===== src/rtl/ser_tx_pkg.sv =====
package ser_tx_pkg;

  typedef enum logic [2:0] {
    ST_IDLE  = 3'd0,
    ST_LEAD  = 3'd1,
    ST_START = 3'd2,
    ST_DATA  = 3'd3,
    ST_PAR   = 3'd4,
    ST_STOP  = 3'd5
  } tx_state_e;

  typedef struct packed {
    logic [1:0] len;       // 00=5 .. 11=8 data bits
    logic       par_en;
    logic       par_odd;
    logic       stop_long;
  } frame_cfg_t;

  // Mask that keeps the data bits a character length uses
  function automatic logic [7:0] len_mask(input logic [1:0] len);
    return 8'hFF >> (2'd3 - len);
  endfunction

endpackage


===== src/rtl/ser_tx_buf.sv =====
// Byte buffer: DEPTH-entry queue or single slot, selected at run time.
// DEPTH must be a power of two, at least 2.
module ser_tx_buf #(
  parameter int DEPTH = 16,
  parameter int DW    = 8,
  localparam int AW   = $clog2(DEPTH),
  localparam int CW   = AW + 1
) (
  input  logic          clk,
  input  logic          rst_n,
  input  logic          fifo_mode,
  input  logic          wr_en,
  input  logic [DW-1:0] wr_data,
  input  logic          pop,
  output logic [DW-1:0] head,
  output logic [CW-1:0] count,
  output logic          avail,
  output logic          filled
);

  localparam logic [CW-1:0] FULL_CNT = CW'(DEPTH);
  localparam logic [CW-1:0] LAST_CNT = CW'(DEPTH - 1);

  logic [DW-1:0] mem [DEPTH];
  logic [AW-1:0] rd_q, rd_d, wr_q, wr_d;
  logic [CW-1:0] cnt_q, cnt_d;
  logic          mode_q;
  logic          flush, full, push, ovw;

  assign flush = fifo_mode ^ mode_q;
  assign full  = fifo_mode ? (cnt_q == FULL_CNT) : (cnt_q != '0);
  assign push  = wr_en & ~flush & (~full | pop);
  assign ovw   = wr_en & ~flush & ~fifo_mode & full & ~pop;

  always_comb begin
    if (flush) begin
      rd_d  = '0;
      wr_d  = '0;
      cnt_d = '0;
    end else begin
      rd_d  = rd_q + AW'(pop);
      wr_d  = wr_q + AW'(push);
      cnt_d = cnt_q + CW'(push) - CW'(pop);
    end
  end

  always_ff @(posedge clk or negedge rst_n) begin
    if (!rst_n) begin
      rd_q   <= '0;
      wr_q   <= '0;
      cnt_q  <= '0;
      mode_q <= 1'b0;
    end else begin
      rd_q   <= rd_d;
      wr_q   <= wr_d;
      cnt_q  <= cnt_d;
      mode_q <= fifo_mode;
    end
  end

  // Storage carries no reset; only written slots are ever read
  always_ff @(posedge clk) begin
    if (push)     mem[wr_q] <= wr_data;
    else if (ovw) mem[rd_q] <= wr_data;
  end

  assign head   = mem[rd_q];
  assign count  = cnt_q;
  assign avail  = (cnt_q != '0) & ~flush;
  assign filled = push & ~pop & fifo_mode & (cnt_q == LAST_CNT);

endmodule


===== src/rtl/ser_tx_framer.sv =====
// Character framing engine advanced by the 16x enable.
module ser_tx_framer
  import ser_tx_pkg::*;
#(
  parameter int OS  = 16,
  localparam int CW = $clog2(2 * OS)
) (
  input  logic       clk,
  input  logic       rst_n,
  input  logic       baud_en,
  input  logic       avail,
  input  logic [7:0] head,
  input  frame_cfg_t cfg_in,
  output logic       pop,
  output logic       line,
  output logic       mark_tick
);

  localparam logic [CW-1:0] HALF_LAST   = CW'(OS / 2 - 1);
  localparam logic [CW-1:0] BIT_LAST    = CW'(OS - 1);
  localparam logic [CW-1:0] STOP15_LAST = CW'(OS + OS / 2 - 1);
  localparam logic [CW-1:0] STOP2_LAST  = CW'(2 * OS - 1);

  tx_state_e     st_q, st_d;
  logic [CW-1:0] cnt_q, cnt_d;
  logic [2:0]    bit_q, bit_d;
  logic [7:0]    sh_q, sh_d;
  frame_cfg_t    cfg_q, cfg_d;
  logic          par_q, par_d;
  logic [CW-1:0] stop_last;
  logic [2:0]    bit_last;

  assign stop_last = !cfg_q.stop_long ? BIT_LAST :
                     (cfg_q.len == 2'b00) ? STOP15_LAST : STOP2_LAST;
  assign bit_last  = {1'b1, cfg_q.len};

  always_comb begin
    st_d  = st_q;
    cnt_d = cnt_q;
    bit_d = bit_q;
    sh_d  = sh_q;
    cfg_d = cfg_q;
    par_d = par_q;
    pop   = 1'b0;
    if (baud_en) begin
      cnt_d = cnt_q + 1'b1;
      case (st_q)
        ST_IDLE: begin
          cnt_d = '0;
          if (avail) begin
            pop  = 1'b1;
            st_d = ST_LEAD;
          end
        end
        ST_LEAD: if (cnt_q == HALF_LAST) begin
          st_d  = ST_START;
          cnt_d = '0;
        end
        ST_START: if (cnt_q == BIT_LAST) begin
          st_d  = ST_DATA;
          cnt_d = '0;
          bit_d = '0;
        end
        ST_DATA: if (cnt_q == BIT_LAST) begin
          cnt_d = '0;
          if (bit_q == bit_last) st_d = cfg_q.par_en ? ST_PAR : ST_STOP;
          else                   bit_d = bit_q + 3'd1;
        end
        ST_PAR: if (cnt_q == BIT_LAST) begin
          st_d  = ST_STOP;
          cnt_d = '0;
        end
        ST_STOP: if (cnt_q == stop_last) begin
          cnt_d = '0;
          if (avail) begin
            pop  = 1'b1;
            st_d = ST_START;
          end else begin
            st_d = ST_IDLE;
          end
        end
        default: begin
          st_d  = ST_IDLE;
          cnt_d = '0;
        end
      endcase
      if (pop) begin
        sh_d  = head;
        cfg_d = cfg_in;
        par_d = (^(head & len_mask(cfg_in.len))) ^ cfg_in.par_odd;
      end
    end
  end

  always_ff @(posedge clk or negedge rst_n) begin
    if (!rst_n) begin
      st_q  <= ST_IDLE;
      cnt_q <= '0;
      bit_q <= '0;
      sh_q  <= '0;
      cfg_q <= '0;
      par_q <= 1'b0;
    end else begin
      st_q  <= st_d;
      cnt_q <= cnt_d;
      bit_q <= bit_d;
      sh_q  <= sh_d;
      cfg_q <= cfg_d;
      par_q <= par_d;
    end
  end

  always_comb begin
    case (st_q)
      ST_START: line = 1'b0;
      ST_DATA:  line = sh_q[bit_q];
      ST_PAR:   line = par_q;
      default:  line = 1'b1;
    endcase
  end

  assign mark_tick = baud_en & (st_q == ST_START) & (cnt_q == HALF_LAST);

endmodule


===== src/rtl/ser_tx_flags.sv =====
// Empty-interrupt pending bit and DMA ready flag.
module ser_tx_flags (
  input  logic clk,
  input  logic rst_n,
  input  logic fifo_mode,
  input  logic wr_en,
  input  logic iid_rd,
  input  logic mark_tick,
  input  logic buf_empty,
  input  logic filled,
  output logic pend,
  output logic rdy
);

  logic pend_q, pend_d, rdy_q, rdy_d;
  logic set, rdy_clr;

  assign set     = mark_tick & buf_empty;
  assign rdy_clr = fifo_mode ? filled : wr_en;

  always_comb begin
    pend_d = pend_q;
    if (wr_en | iid_rd) pend_d = 1'b0;
    else if (set)       pend_d = 1'b1;
    rdy_d = rdy_q;
    if (rdy_clr)  rdy_d = 1'b0;
    else if (set) rdy_d = 1'b1;
  end

  always_ff @(posedge clk or negedge rst_n) begin
    if (!rst_n) begin
      pend_q <= 1'b1;
      rdy_q  <= 1'b1;
    end else begin
      pend_q <= pend_d;
      rdy_q  <= rdy_d;
    end
  end

  assign pend = pend_q;
  assign rdy  = rdy_q;

endmodule


===== src/rtl/ser_tx.sv =====
module ser_tx
  import ser_tx_pkg::*;
#(
  parameter int DEPTH = 16,
  parameter int OS    = 16
) (
  input  logic       clk,
  input  logic       rst_n,
  input  logic       baud_en,
  input  logic       fifo_mode,
  input  logic [1:0] char_len,
  input  logic       parity_en,
  input  logic       parity_odd,
  input  logic       stop_long,
  input  logic       brk,
  input  logic       wr_en,
  input  logic [7:0] wr_data,
  input  logic       iid_rd,
  input  logic       thre_ie,
  output logic       txd,
  output logic       thre_irq,
  output logic       tx_rdy
);

  localparam int BCW = $clog2(DEPTH) + 1;

  logic           rst_s0, rst_sync_n;
  logic [7:0]     head;
  logic [BCW-1:0] buf_count;
  logic           avail, filled, pop, line, mark_tick, thre_pend;
  frame_cfg_t     cfg_in;

  always_ff @(posedge clk or negedge rst_n) begin
    if (!rst_n) begin
      rst_s0     <= 1'b0;
      rst_sync_n <= 1'b0;
    end else begin
      rst_s0     <= 1'b1;
      rst_sync_n <= rst_s0;
    end
  end

  assign cfg_in = '{len: char_len, par_en: parity_en, par_odd: parity_odd,
                    stop_long: stop_long};

  ser_tx_buf #(.DEPTH(DEPTH), .DW(8)) u_buf (
    .clk(clk), .rst_n(rst_sync_n), .fifo_mode(fifo_mode),
    .wr_en(wr_en), .wr_data(wr_data), .pop(pop), .head(head),
    .count(buf_count), .avail(avail), .filled(filled)
  );

  ser_tx_framer #(.OS(OS)) u_framer (
    .clk(clk), .rst_n(rst_sync_n), .baud_en(baud_en), .avail(avail),
    .head(head), .cfg_in(cfg_in), .pop(pop), .line(line),
    .mark_tick(mark_tick)
  );

  ser_tx_flags u_flags (
    .clk(clk), .rst_n(rst_sync_n), .fifo_mode(fifo_mode), .wr_en(wr_en),
    .iid_rd(iid_rd), .mark_tick(mark_tick), .buf_empty(buf_count == '0),
    .filled(filled), .pend(thre_pend), .rdy(tx_rdy)
  );

  assign txd      = line & ~brk;
  assign thre_irq = thre_pend & thre_ie;

endmodule


===== config.mk =====
export PLATFORM = sky130hd
export DESIGN_NAME = ser_tx
export DESIGN_NICKNAME = d
export VERILOG_FILES = /design/src/rtl/ser_tx_pkg.sv /design/src/rtl/ser_tx_buf.sv /design/src/rtl/ser_tx_framer.sv /design/src/rtl/ser_tx_flags.sv /design/src/rtl/ser_tx.sv
export SDC_FILE = /design/constraint.sdc
export NUM_CORES = 1
export LEC_CHECK = 0
export BUFFER_PORTS_ARGS = -buffer_cell sky130_fd_sc_hd__buf_2
export CAP_MARGIN = 40
export CORE_UTILIZATION = 28
export CTS_CLUSTER_DIAMETER = 40
export DETAILED_ROUTE_END_ITERATION = 8
export GPL_ROUTABILITY_DRIVEN = 0
export GPL_TIMING_DRIVEN = 1
export PLACE_DENSITY = 0.52
export SLEW_MARGIN = 20
export SYNTH_ARGS = -nofsm -noshare
export SYNTH_HDL_FRONTEND = slang
export SYNTH_SLANG_ARGS = --single-unit

===== constraint.sdc =====
create_clock -name clk -period 1.7 [get_ports clk]
set_clock_uncertainty 0.2 [all_clocks]
set_input_delay 0.17 -clock clk [delete_from_list [all_inputs] [get_ports clk]]
set_output_delay 0.17 -clock clk [all_outputs]
set_load 0.05 [all_outputs]

==> flow_summary.ini, run 1 <==
[run_status]
outcome = complete, but fails checks
violations = setup timing

[layout]
antenna_cells = 0
stdcell_area_sq_um = 10800
final_core_util = 0.413
layout_commonest_cell = edfxtp_1
drive_above_1_share = 0.539
nets = 708
area_delta_synth_final_pct = 45.2
mostFrequentLayoutCells = edfxtp_1, buf_4, buf_6
fin_cells = 1021

[timing]
rsz0062_at_grt = yes
period_needed_ns = 3.08
slew_violations = 0
setup_viol_count_final = 168
slew_headroom = 0.484
finalWorstSetupSlack_ns = -1.38
period_share = 1.81
worst_slew_pin_slew_ns = 0.773
final_hold_viol_count = 0
max_freq_mhz = 325
tns_ns = -197.09

[clock_network]
cts_max_level = 4
cts-root-buf = clkbuf_16
clock_path_buffers = 2
cts_tree = built
cts_buffers = 17
path_clk_slew_ns = 0.07
cts_sinks = 170
clk_latency_ns = 0.44

[placement]
port_buffers = 23
placedCellCount = 935
placed_area_sq_um = 9050
dp_hpwl_microns = 12600

[grt]
grt_usage = 0.141
grt_max_degree = 41
grt-ovfl-total = 0
antenna_found_initial = 0
grt_pass1_wl_microns = 28200
grt_pass1_vias = 4913

[routing]
vias = 4779
ant_nets = 0
drc = 0
dr.pass1.iters = 4
wl_per_cell_microns = 18.6
vias_per_cell = 4.68
drt_first_iter_violations = 262
drt_wl_total_microns = 19000

[critical_path]
slowest_delay_ns = 0.50
crit_slowest_cell = a2111o_1
crit_top_cell = buf_6
crit_buf_inv = 4
crit_type = flop to flop
reg2reg_slack_ns = -1.38
path_cells = or3_4 -> a21oi_4 -> o21ai_2 -> a2111o_1 -> buf_4 -> nor4b_4 -> buf_6 -> a22oi_2 -> buf_6 -> nor2_4 -> buf_6
cp.required_ns = 1.71
crit_fanout = 6
cp.arrival_ns = 3.09
endpoint_kind = flop
cp-start-kind = flop
path_delay_family = compound AO/OA/AOI/OAI gates

[synthesis]
yosysUniqueCellTypes = 53
ys_seq_area_frac = 0.660
yosys_warnings = 0
syn_avg_cell_area_sq_um = 15.8
synth_area_sq_um = 7420
synth_nets = 504
syn_inst = 469
synth-seq-cells = 170

[floorplan]
die_h_microns = 165
coreArea_sq_um = 26100
pin_count = 24
core.rowCount = 59
start_util = 0.285
die_area_sq_um = 27200
die_x_microns = 165

[pwr]
vdd_drop_max_mv = 0.595
p_leak_nw = 4.00
p_per_area_nw_per_um2 = 1020
p_total_mw = 11.0

[flow_run]
cap_violations = 0

[min_path]
min_path_type = flop to asynchronous set/reset pin
==> stage by stage <==
step                      hold WS [ns]  worst slack [ns]
after floorplan                 -0.326             -1.34
final                           0.0308             -1.38
after detailed placement        -0.243             -1.45
after global routing            0.0671             -1.46
after global placement          -0.245             -1.58
after CTS                       0.0495             -1.30
==> cell type report <==
| class | instances | area [sq um] |
|---|---|---|
| fill | 2360 | 15300 |
| sequential | 170 | 4900 |
| multi-input combinational | 262 | 2940 |
| timing repair buffer | 204 | 1870 |
| clock buffer | 17 | 425 |
| tap | 335 | 419 |
| clock inverter | 15 | 153 |
| inverter | 18 | 70.1 |
==> sequential cells by signal, summed over array words and instances (netlist names), 2 cells and up <==
signal,flops
u_buf.rd_q,4
u_buf.count,5
u_framer.cfg_q,2
u_framer.sh_q,8
u_framer.cnt_q,5
u_framer.bit_last,2
u_buf.mem,128
u_framer.bit_q,3
u_buf.wr_q,4
u_framer.st_q,3
==> worst paths after layout <==
check | startpoint | endpoint | cells after the start
worst max register to register | u_framer.cnt_q[3] | u_buf.mem[5][1] | 11
min in group clk | fifo_mode | u_flags.rdy | 5
max in group asynchronous | rst_n | rst_sync_n | 3
worst min register to register | rst_sync_n | u_framer.cnt_q[0] | 1
worst min-delay path | rst_sync_n | u_framer.cnt_q[0] | 1
worst max-delay path | u_framer.cnt_q[3] | u_buf.mem[5][1] | 11
==> cells in the mapped netlist, drive strengths merged <==
library cell | count | share of area
a2111o | 1 | 0.0015
a211o | 1 | 0.0012
a211oi | 3 | 0.0030
a21o | 3 | 0.0030
a21oi | 13 | 0.0088
a221oi | 1 | 0.0012
a22o | 2 | 0.0024
a22oi | 16 | 0.016
a31oi | 2 | 0.0017
and2 | 7 | 0.0059
and4 | 1 | 0.0012
buf | 7 | 0.0074
clkbuf | 12 | 0.0062
conb | 1 | 0.00051
dfrtp | 40 | 0.13
dfstp | 2 | 0.0071
edfxtp | 128 | 0.52
fa | 1 | 0.0027
ha | 13 | 0.022
inv | 18 | 0.0091
mux2 | 13 | 0.020
mux2i | 5 | 0.0067
mux4 | 35 | 0.11
nand2 | 31 | 0.016
nand2b | 3 | 0.0025
nand3 | 4 | 0.0027
nand4 | 1 | 0.00084
nor2 | 43 | 0.022
nor2b | 5 | 0.0042
nor3 | 4 | 0.0027
nor4 | 2 | 0.0017
nor4b | 2 | 0.0032
o21a | 1 | 0.0010
o21ai | 16 | 0.011
o221a | 1 | 0.0015
o221ai | 1 | 0.0012
o2bb2ai | 2 | 0.0024
o31ai | 2 | 0.0020
o41ai | 1 | 0.0012
or2 | 1 | 0.00084
or3 | 3 | 0.0025
or4 | 1 | 0.0010
xnor2 | 14 | 0.018
xnor3 | 1 | 0.0030
xor2 | 5 | 0.0059
==> logic make-up after synthesis <==
family / share of synthesized area
xor+xnor: 0.0265
flops: 0.660
mux: 0.140
fa+ha+maj: 0.0246
compound gates: 0.0590
simple gates: 0.0668
other cells: 0.000505
buf+inv: 0.0228
==> worst reg2reg max path: stages (launching register included) <==
cell      delay [ns]
dfrtp_1         0.38
or3_4           0.40
a21oi_4         0.14
o21ai_2         0.07
a2111o_1        0.50
buf_4           0.17
nor4b_4         0.15
buf_6           0.16
a22oi_2         0.28
buf_6           0.19
nor2_4          0.06
buf_6           0.15
==> timing repair <==
| action | in CTS | in global routing |
|---|---|---|
| gates cloned | 0 | 3 |
| setup buffers | 3 | 32 |
| gates resized for setup | 41 | 135 |
| hold buffers | 19 | 0 |
| endpoints found under the hold margin | 142 | 0 |
| endpoints found under the setup margin | 169 | 169 |
| pin swaps | 12 | 37 |
==> per-layer routing <==
| metal | vias up | part of all wire | track usage | wire length (microns) |
|---|---|---|---|---|
| li1 | 2200 | - | - | - |
| met1 | 2468 | 0.45 | 0.185 | 8490 |
| met2 | 105 | 0.51 | 0.239 | 9630 |
| met3 | 6 | 0.042 | 0.0284 | 790 |
| met4 | 0 | 0.0033 | 0.0313 | 62 |
| met5 | - | 0 | 0 | 0 |
==> where the power goes <==
| group | total, mW | switching (mW) | internal, mW |
|---|---|---|---|
| sequential | 4.77 | 0.111 | 4.66 |
| combinational | 2.37 | 1.18 | 1.18 |
| clock | 3.82 | 1.75 | 2.07 |
| total | 11.0 | 3.04 | 7.91 |
Note: power is estimated with default switching activity, not from simulation.
==> run 2, diff against run 1 <==
--- a/config.mk
+++ b/config.mk
@@ -10,7 +10,6 @@
 export CORE_UTILIZATION = 28
 export CTS_CLUSTER_DIAMETER = 40
 export DETAILED_ROUTE_END_ITERATION = 8
-export GPL_ROUTABILITY_DRIVEN = 0
 export GPL_TIMING_DRIVEN = 1
 export PLACE_DENSITY = 0.52
 export SLEW_MARGIN = 20
==> constraint.sdc (replaced) <==
create_clock -name clk -period 1.7 [get_ports clk]
set_clock_uncertainty 0.2 [all_clocks]
set_input_delay 0.34 -clock clk [delete_from_list [all_inputs] [get_ports clk]]
set_output_delay 0.34 -clock clk [all_outputs]
set_load 0.05 [all_outputs]
==> flow_summary.ini, run 2 (synthesis gave the netlist of run 1 again) <==
[floorplan]
coreArea_sq_um = 26100
die_x_microns = 165
start_util = 0.285
die_h_microns = 165
die_area_sq_um = 27200
core.rowCount = 59
pin_count = 24

[timing]
period_share = 1.76
max_freq_mhz = 334
finalWorstSetupSlack_ns = -1.30
rsz0062_at_grt = yes
setup_viol_count_final = 170
slew_violations = 0
worst_slew_pin_slew_ns = 0.811
final_hold_viol_count = 0
period_needed_ns = 3.00
slew_headroom = 0.457

[grt]
grt_pass1_vias = 4902
grt-ovfl-total = 0
grt_usage = 0.140
grt_pass1_wl_microns = 27600
antenna_found_initial = 0
grt_max_degree = 24

[critical_path]
cp-start-kind = flop
r2r_end = u_buf.count[4]
reg2reg_slack_ns = -1.30
crit_type = flop to flop
endpoint_kind = flop
crit_fanout = 3
cp.required_ns = 1.86
r2r-start = u_buf.count[2]
cp.arrival_ns = 3.15
rr_worst_depth = 15

[pwr]
p_per_area_nw_per_um2 = 1060
p_leak_nw = 3.75
swShare = 0.274
combPwrFrac = 0.190
power_frac_seq = 0.447
clock_power_share = 0.363
p_int_mw = 7.76
vdd_drop_max_mv = 0.553
switching_power_mw = 2.93

[clock_network]
path_clk_slew_ns = 0.07
cts-root-buf = clkbuf_16
cts_buffers = 17
cts_tree = built
cts_sinks = 170
clk_latency_ns = 0.43
cts_max_level = 4
clock_path_buffers = 2

[min_path]
min_path_type = primary input to asynchronous set/reset pin

[run_status]
violations = setup timing
outcome = complete, but fails checks

[placement]
placed_area_sq_um = 9000
place_congestion = 0.800
placedCellCount = 929
port_buffers = 23
dp_hpwl_microns = 12700

[layout]
mostFrequentLayoutCells = edfxtp_1, buf_4, dfrtp_1
final_core_util = 0.388
layout_commonest_cell = edfxtp_1
area_delta_synth_final_pct = 36.3
drive_above_1_share = 0.473
largestRegisters = u_buf.mem x128, u_framer.sh_q x8
regMostFlops = u_buf.mem
nets = 662
fin_cells = 975
antenna_cells = 0
stdcell_area_sq_um = 10100
largest_reg_flops = 128

[routing]
drt_wl_total_microns = 17700
vias = 4610
dr.pass1.iters = 5
ant_nets = 0
drt_first_iter_violations = 295
drc = 0
wl_per_cell_microns = 18.2
vias_per_cell = 4.73

[flow_run]
cap_violations = 0
## run 2: cell types whose count changed in the layout (fill, tap and decap cells not counted), moves of 6 or more
| cell | previous run | this run |
|---|---|---|
| nor2_2 | 7 | 14 |
| mux4_2 | 33 | 25 |
| nand2_1 | 21 | 28 |
| nand2_2 | 8 | 2 |
| nor2_4 | 14 | 6 |
| buf_6 | 42 | 17 |
| buf_4 | 107 | 98 |
| dlygate4sd3_1 | 19 | 6 |
| mux4_1 | 2 | 10 |
| o21ai_0 | 2 | 8 |
## run 2: worst max path at each step
stage	cells after the start	to	start	slack [ns]
finish	15	u_buf.count[4]	u_buf.count[2]	-1.30
global route	15	u_buf.count[4]	u_buf.count[2]	-1.44
CTS	14	u_buf.count[4]	u_framer.bit_last[0]	-1.29
detailed placement	10	u_buf.mem[7][3]	u_framer.cnt_q[3]	-1.50
global placement	10	u_buf.mem[7][3]	u_framer.cnt_q[3]	-1.50
floorplan	16	u_buf.count[4]	u_buf.count[2]	-1.34
## run 2: routing by layer
metal  vias to the layer above  share of wire  GRT usage  routed length (microns)
met5                         -              0          0                        0
met4                         0         0.0088     0.0350                      156
met3                        18          0.042     0.0369                      753
met2                       100           0.51      0.240                     9080
met1                      2363           0.44      0.176                     7740
li1                       2129              -          -                        -
## run 2: timing repair
action	CTS	global route
resized for setup	65	31
buffers inserted	7	2
gates cloned	0	0
endpoints found under the hold margin	7	0
pin swaps	27	14
hold buffers	6	0
setup endpoints to repair	170	170
## run 2: cell type report
class	count	area, sq um
Fill cell	2422	15900
Sequential cell	170	4900
Multi-Input combinational cell	262	2750
Timing Repair Buffer	158	1370
Clock buffer	17	425
Tap cell	335	419
Clock inverter	15	176
Inverter	18	67.6
## run 2: critical path, stage by stage (launching register included)
cell     delay [ns]
dfrtp_1        0.36
inv_2          0.06
ha_4           0.16
nor4b_4        0.13
or4_1          0.46
a21o_1         0.22
or2_4          0.27
nand2_4        0.07
ha_4           0.13
inv_2          0.04
fa_2           0.33
inv_1          0.06
a21oi_1        0.06
nor2_1         0.12
o21ai_1        0.09
a21oi_2        0.16
## run 2: metrics by stage
stage | total power [mW] | worst slack (ns) | hold WS (ns) | setup TNS, ns
2_1_floorplan | 5.81 | -1.34 | -0.156 | -170.34
3_3_place_gp | 6.58 | -1.50 | -0.0743 | -210.39
3_5_place_dp | 6.62 | -1.50 | -0.0718 | -213.05
4_1_cts | 10.7 | -1.29 | 0.00230 | -177.35
5_1_grt | 11.2 | -1.44 | 0.0130 | -193.67
6_report | 10.7 | -1.30 | 0.0185 | -178.35
## run 2: power groups by stage
stage	registers (mW)	logic, mW	clock network (mW)
after floorplan	4.88	0.933	0
after global placement	4.85	1.72	0
after detailed placement	4.86	1.76	0
after CTS	4.78	1.99	3.97
after global routing	4.80	2.23	4.15
final	4.78	2.03	3.88
==> run 3, diff against run 2 <==
--- a/config.mk
+++ b/config.mk
@@ -5,6 +5,7 @@
 export SDC_FILE = /design/constraint.sdc
 export NUM_CORES = 1
 export LEC_CHECK = 0
+export ABC_AREA = 1
 export BUFFER_PORTS_ARGS = -buffer_cell sky130_fd_sc_hd__buf_2
 export CAP_MARGIN = 40
 export CORE_UTILIZATION = 28
==> flow_summary.ini, run 3 <==
[routing]
ant_nets = 0
drt_first_iter_violations = 393
drt_wl_total_microns = 20800
vias_per_cell = 4.44
vias = 6080
wl_per_cell_microns = 15.2
drc = 0
dr.pass1.iters = 4

[synthesis]
yosys_warnings = 0
synthTopCellsByArea = edfxtp_1, dfrtp_1, nand2_1, nand3_1, inv_1
syn_avg_cell_area_sq_um = 9.84
ys_top_cells_by_count = nand2_1, edfxtp_1, inv_1, nand3_1, nor2_1
ys.flop_type = edfxtp_1
synth_edf_count = 128
synth_area_sq_um = 7890
yosysTopAreaCell = edfxtp_1
synth-seq-cells = 170
synth-async-reset-ratio = 0.247
yosysUniqueCellTypes = 39
ys_seq_area_frac = 0.621
synth.most_common_cell = nand2_1
syn_inst = 801
yosysTopAreaCellShare = 0.487
synth_nets = 836

[critical_path]
crit_slowest_cell = dfrtp_1
crit_fanout = 4
cp-start-kind = flop
slowest_delay_ns = 0.39
crit_top_cell = inv_2
crit_type = flop to flop
cp.arrival_ns = 2.80
endpoint_kind = flop
path_cells = inv_2 -> ha_4 -> nand3_2 -> or2_4 -> nand2_2 -> inv_2 -> nand3_4 -> buf_6 -> nor2_4 -> buf_4 -> buf_4 -> fa_2 -> inv_2 -> nand2_2 -> a21oi_2 -> nor2_1 -> xor2_1 -> nor2_1
rr_worst_depth = 18
cp.required_ns = 1.86

[grt]
grt_util_met1 = 0.199
grt_usage = 0.149
grt_pass1_wl_microns = 32400
grt-ovfl-total = 0
grt_max_degree = 21
use_met3 = 0.0265
grt_pass1_vias = 5963
antenna_found_initial = 0
gr-usage-met2 = 0.246
top_usage_layer = met2

[placement]
dp_hpwl_microns = 13300
dp_slack_ns = -1.04
placedCellCount = 1288
port_buffers = 23
place_congestion = 0.828
placed_area_sq_um = 9530

[layout]
register_area_sq_um = 4900
drive_above_1_share = 0.402
nets = 1014
fin_cells = 1370
antenna_cells = 0
largestRegisters = u_buf.mem x128, u_framer.sh_q x8
stdcell_area_sq_um = 11600
mostFrequentLayoutCells = nand2_1, edfxtp_1, buf_4
regMostFlops = u_buf.mem
n_fill_cell = 2629
multi_input_area_sq_um = 3270
largest_reg_flops = 128
layout_commonest_cell = nand2_1
area_delta_synth_final_pct = 47.0

[min_path]
min_path_type = flop to asynchronous set/reset pin

[floorplan]
coreArea_sq_um = 27700
die_h_microns = 170
core.rowCount = 61
die_area_sq_um = 28800
die_x_microns = 170
start_util = 0.285
pin_count = 24

[run_status]
violations = setup timing
outcome = complete, but fails checks

[timing]
slew_violations = 0
max_freq_mhz = 379
final_hold_viol_count = 0
period_share = 1.55
finalWorstSetupSlack_ns = -0.941
period_needed_ns = 2.64
rsz0062_at_grt = yes
setup_viol_count_final = 169

[pwr]
p_per_area_nw_per_um2 = 1240
vdd_drop_max_mv = 0.640
p_leak_nw = 4.80

[clock_network]
cts-root-buf = clkbuf_16
cts_max_level = 4
cts_tree = built
clock_path_buffers = 2
cts_buffers = 17
path_clk_slew_ns = 0.07
cts_sinks = 170
clk_latency_ns = 0.43

[flow_run]
cap_violations = 0
-- run 3: cells by family after synthesis --
family          after synthesis  synth area share
other cells                   1          0.000476
compound gates               92            0.0663
simple gates                372             0.201
flops                       170             0.621
fa+ha+maj                    14            0.0232
buf+inv                     141            0.0755
mux                           1           0.00127
xor+xnor                     10            0.0111
-- run 3: power by group --
| part | internal (mW) | switching, mW | leakage, nW |
|---|---|---|---|
| registers | 4.87 | 0.279 | 1.69 |
| clock network | 2.34 | 1.71 | 0.299 |
| logic | 2.48 | 2.63 | 2.82 |
| total | 9.70 | 4.62 | 4.80 |
-- run 3: repair_timing --
| item | in CTS | in global routing |
|---|---|---|
| buffers inserted | 27 | 13 |
| cloned | 3 | 8 |
| endpoints found under the setup margin | 170 | 170 |
| pin swaps | 45 | 58 |
| hold endpoints to repair | 6 | 0 |
| hold buffers | 6 | 0 |
| gates resized for setup | 127 | 100 |
-- run 3: layout make-up --
| class | instances | share of cell area |
|---|---|---|
| clock buffers | 17 | 0.0367 |
| clock inverters | 15 | 0.0162 |
| inverters | 111 | 0.0375 |
| multi-input cells | 491 | 0.282 |
| flip-flops and latches | 170 | 0.423 |
| well taps | 378 | 0.0408 |
| repair buffers | 188 | 0.163 |
-- run 3: worst max-delay path, delay by kind of cell, from the launching register on --
| kind | cells | cell delay, ns |
|---|---|---|
| adder cells (fa/ha/maj) | 2 | 0.48 |
| buffers and inverters | 6 | 0.58 |
| flip-flops | 1 | 0.39 |
| AO/OA/AOI/OAI | 1 | 0.13 |
| XOR/XNOR | 1 | 0.13 |
| AND/OR/NAND/NOR | 8 | 0.67 |
-- run 3: path summary, 6_finish.rpt --
path / from / to / slack (ns)
max in group asynchronous: rst_sync_n / u_buf.rd_q[0] / 0.79
setup / recovery: u_buf.count[3] / u_buf.count[4] / -0.94
min in group clk: char_len[1] / u_framer.bit_last[1] / 0.06
setup reg to reg: u_buf.count[3] / u_buf.count[4] / -0.94
hold / removal: rst_sync_n / u_buf.mode_q / 0.009
hold reg to reg: rst_sync_n / u_buf.mode_q / 0.009
-- run 3: layer usage --
| metal | part of all wire | vias to the layer above |
|---|---|---|
| met4 | 0.013 | 0 |
| met1 | 0.47 | 2969 |
| met2 | 0.49 | 72 |
| met3 | 0.027 | 18 |
| li1 | - | 3021 |
| met5 | 0 | - |
-- run 3: per-stage QoR --
step	hold slack (ns)	setup TNS (ns)	total power, mW	utilization
floorplan	-0.156	-117.07	7.22	-
global placement	-0.0718	-127.69	8.83	0.344
detailed placement	-0.0714	-133.23	8.85	0.344
CTS	0.00607	-128.51	13.8	0.395
global route	0.0217	-152.72	15.1	0.418
finish	0.00865	-131.25	14.3	0.418
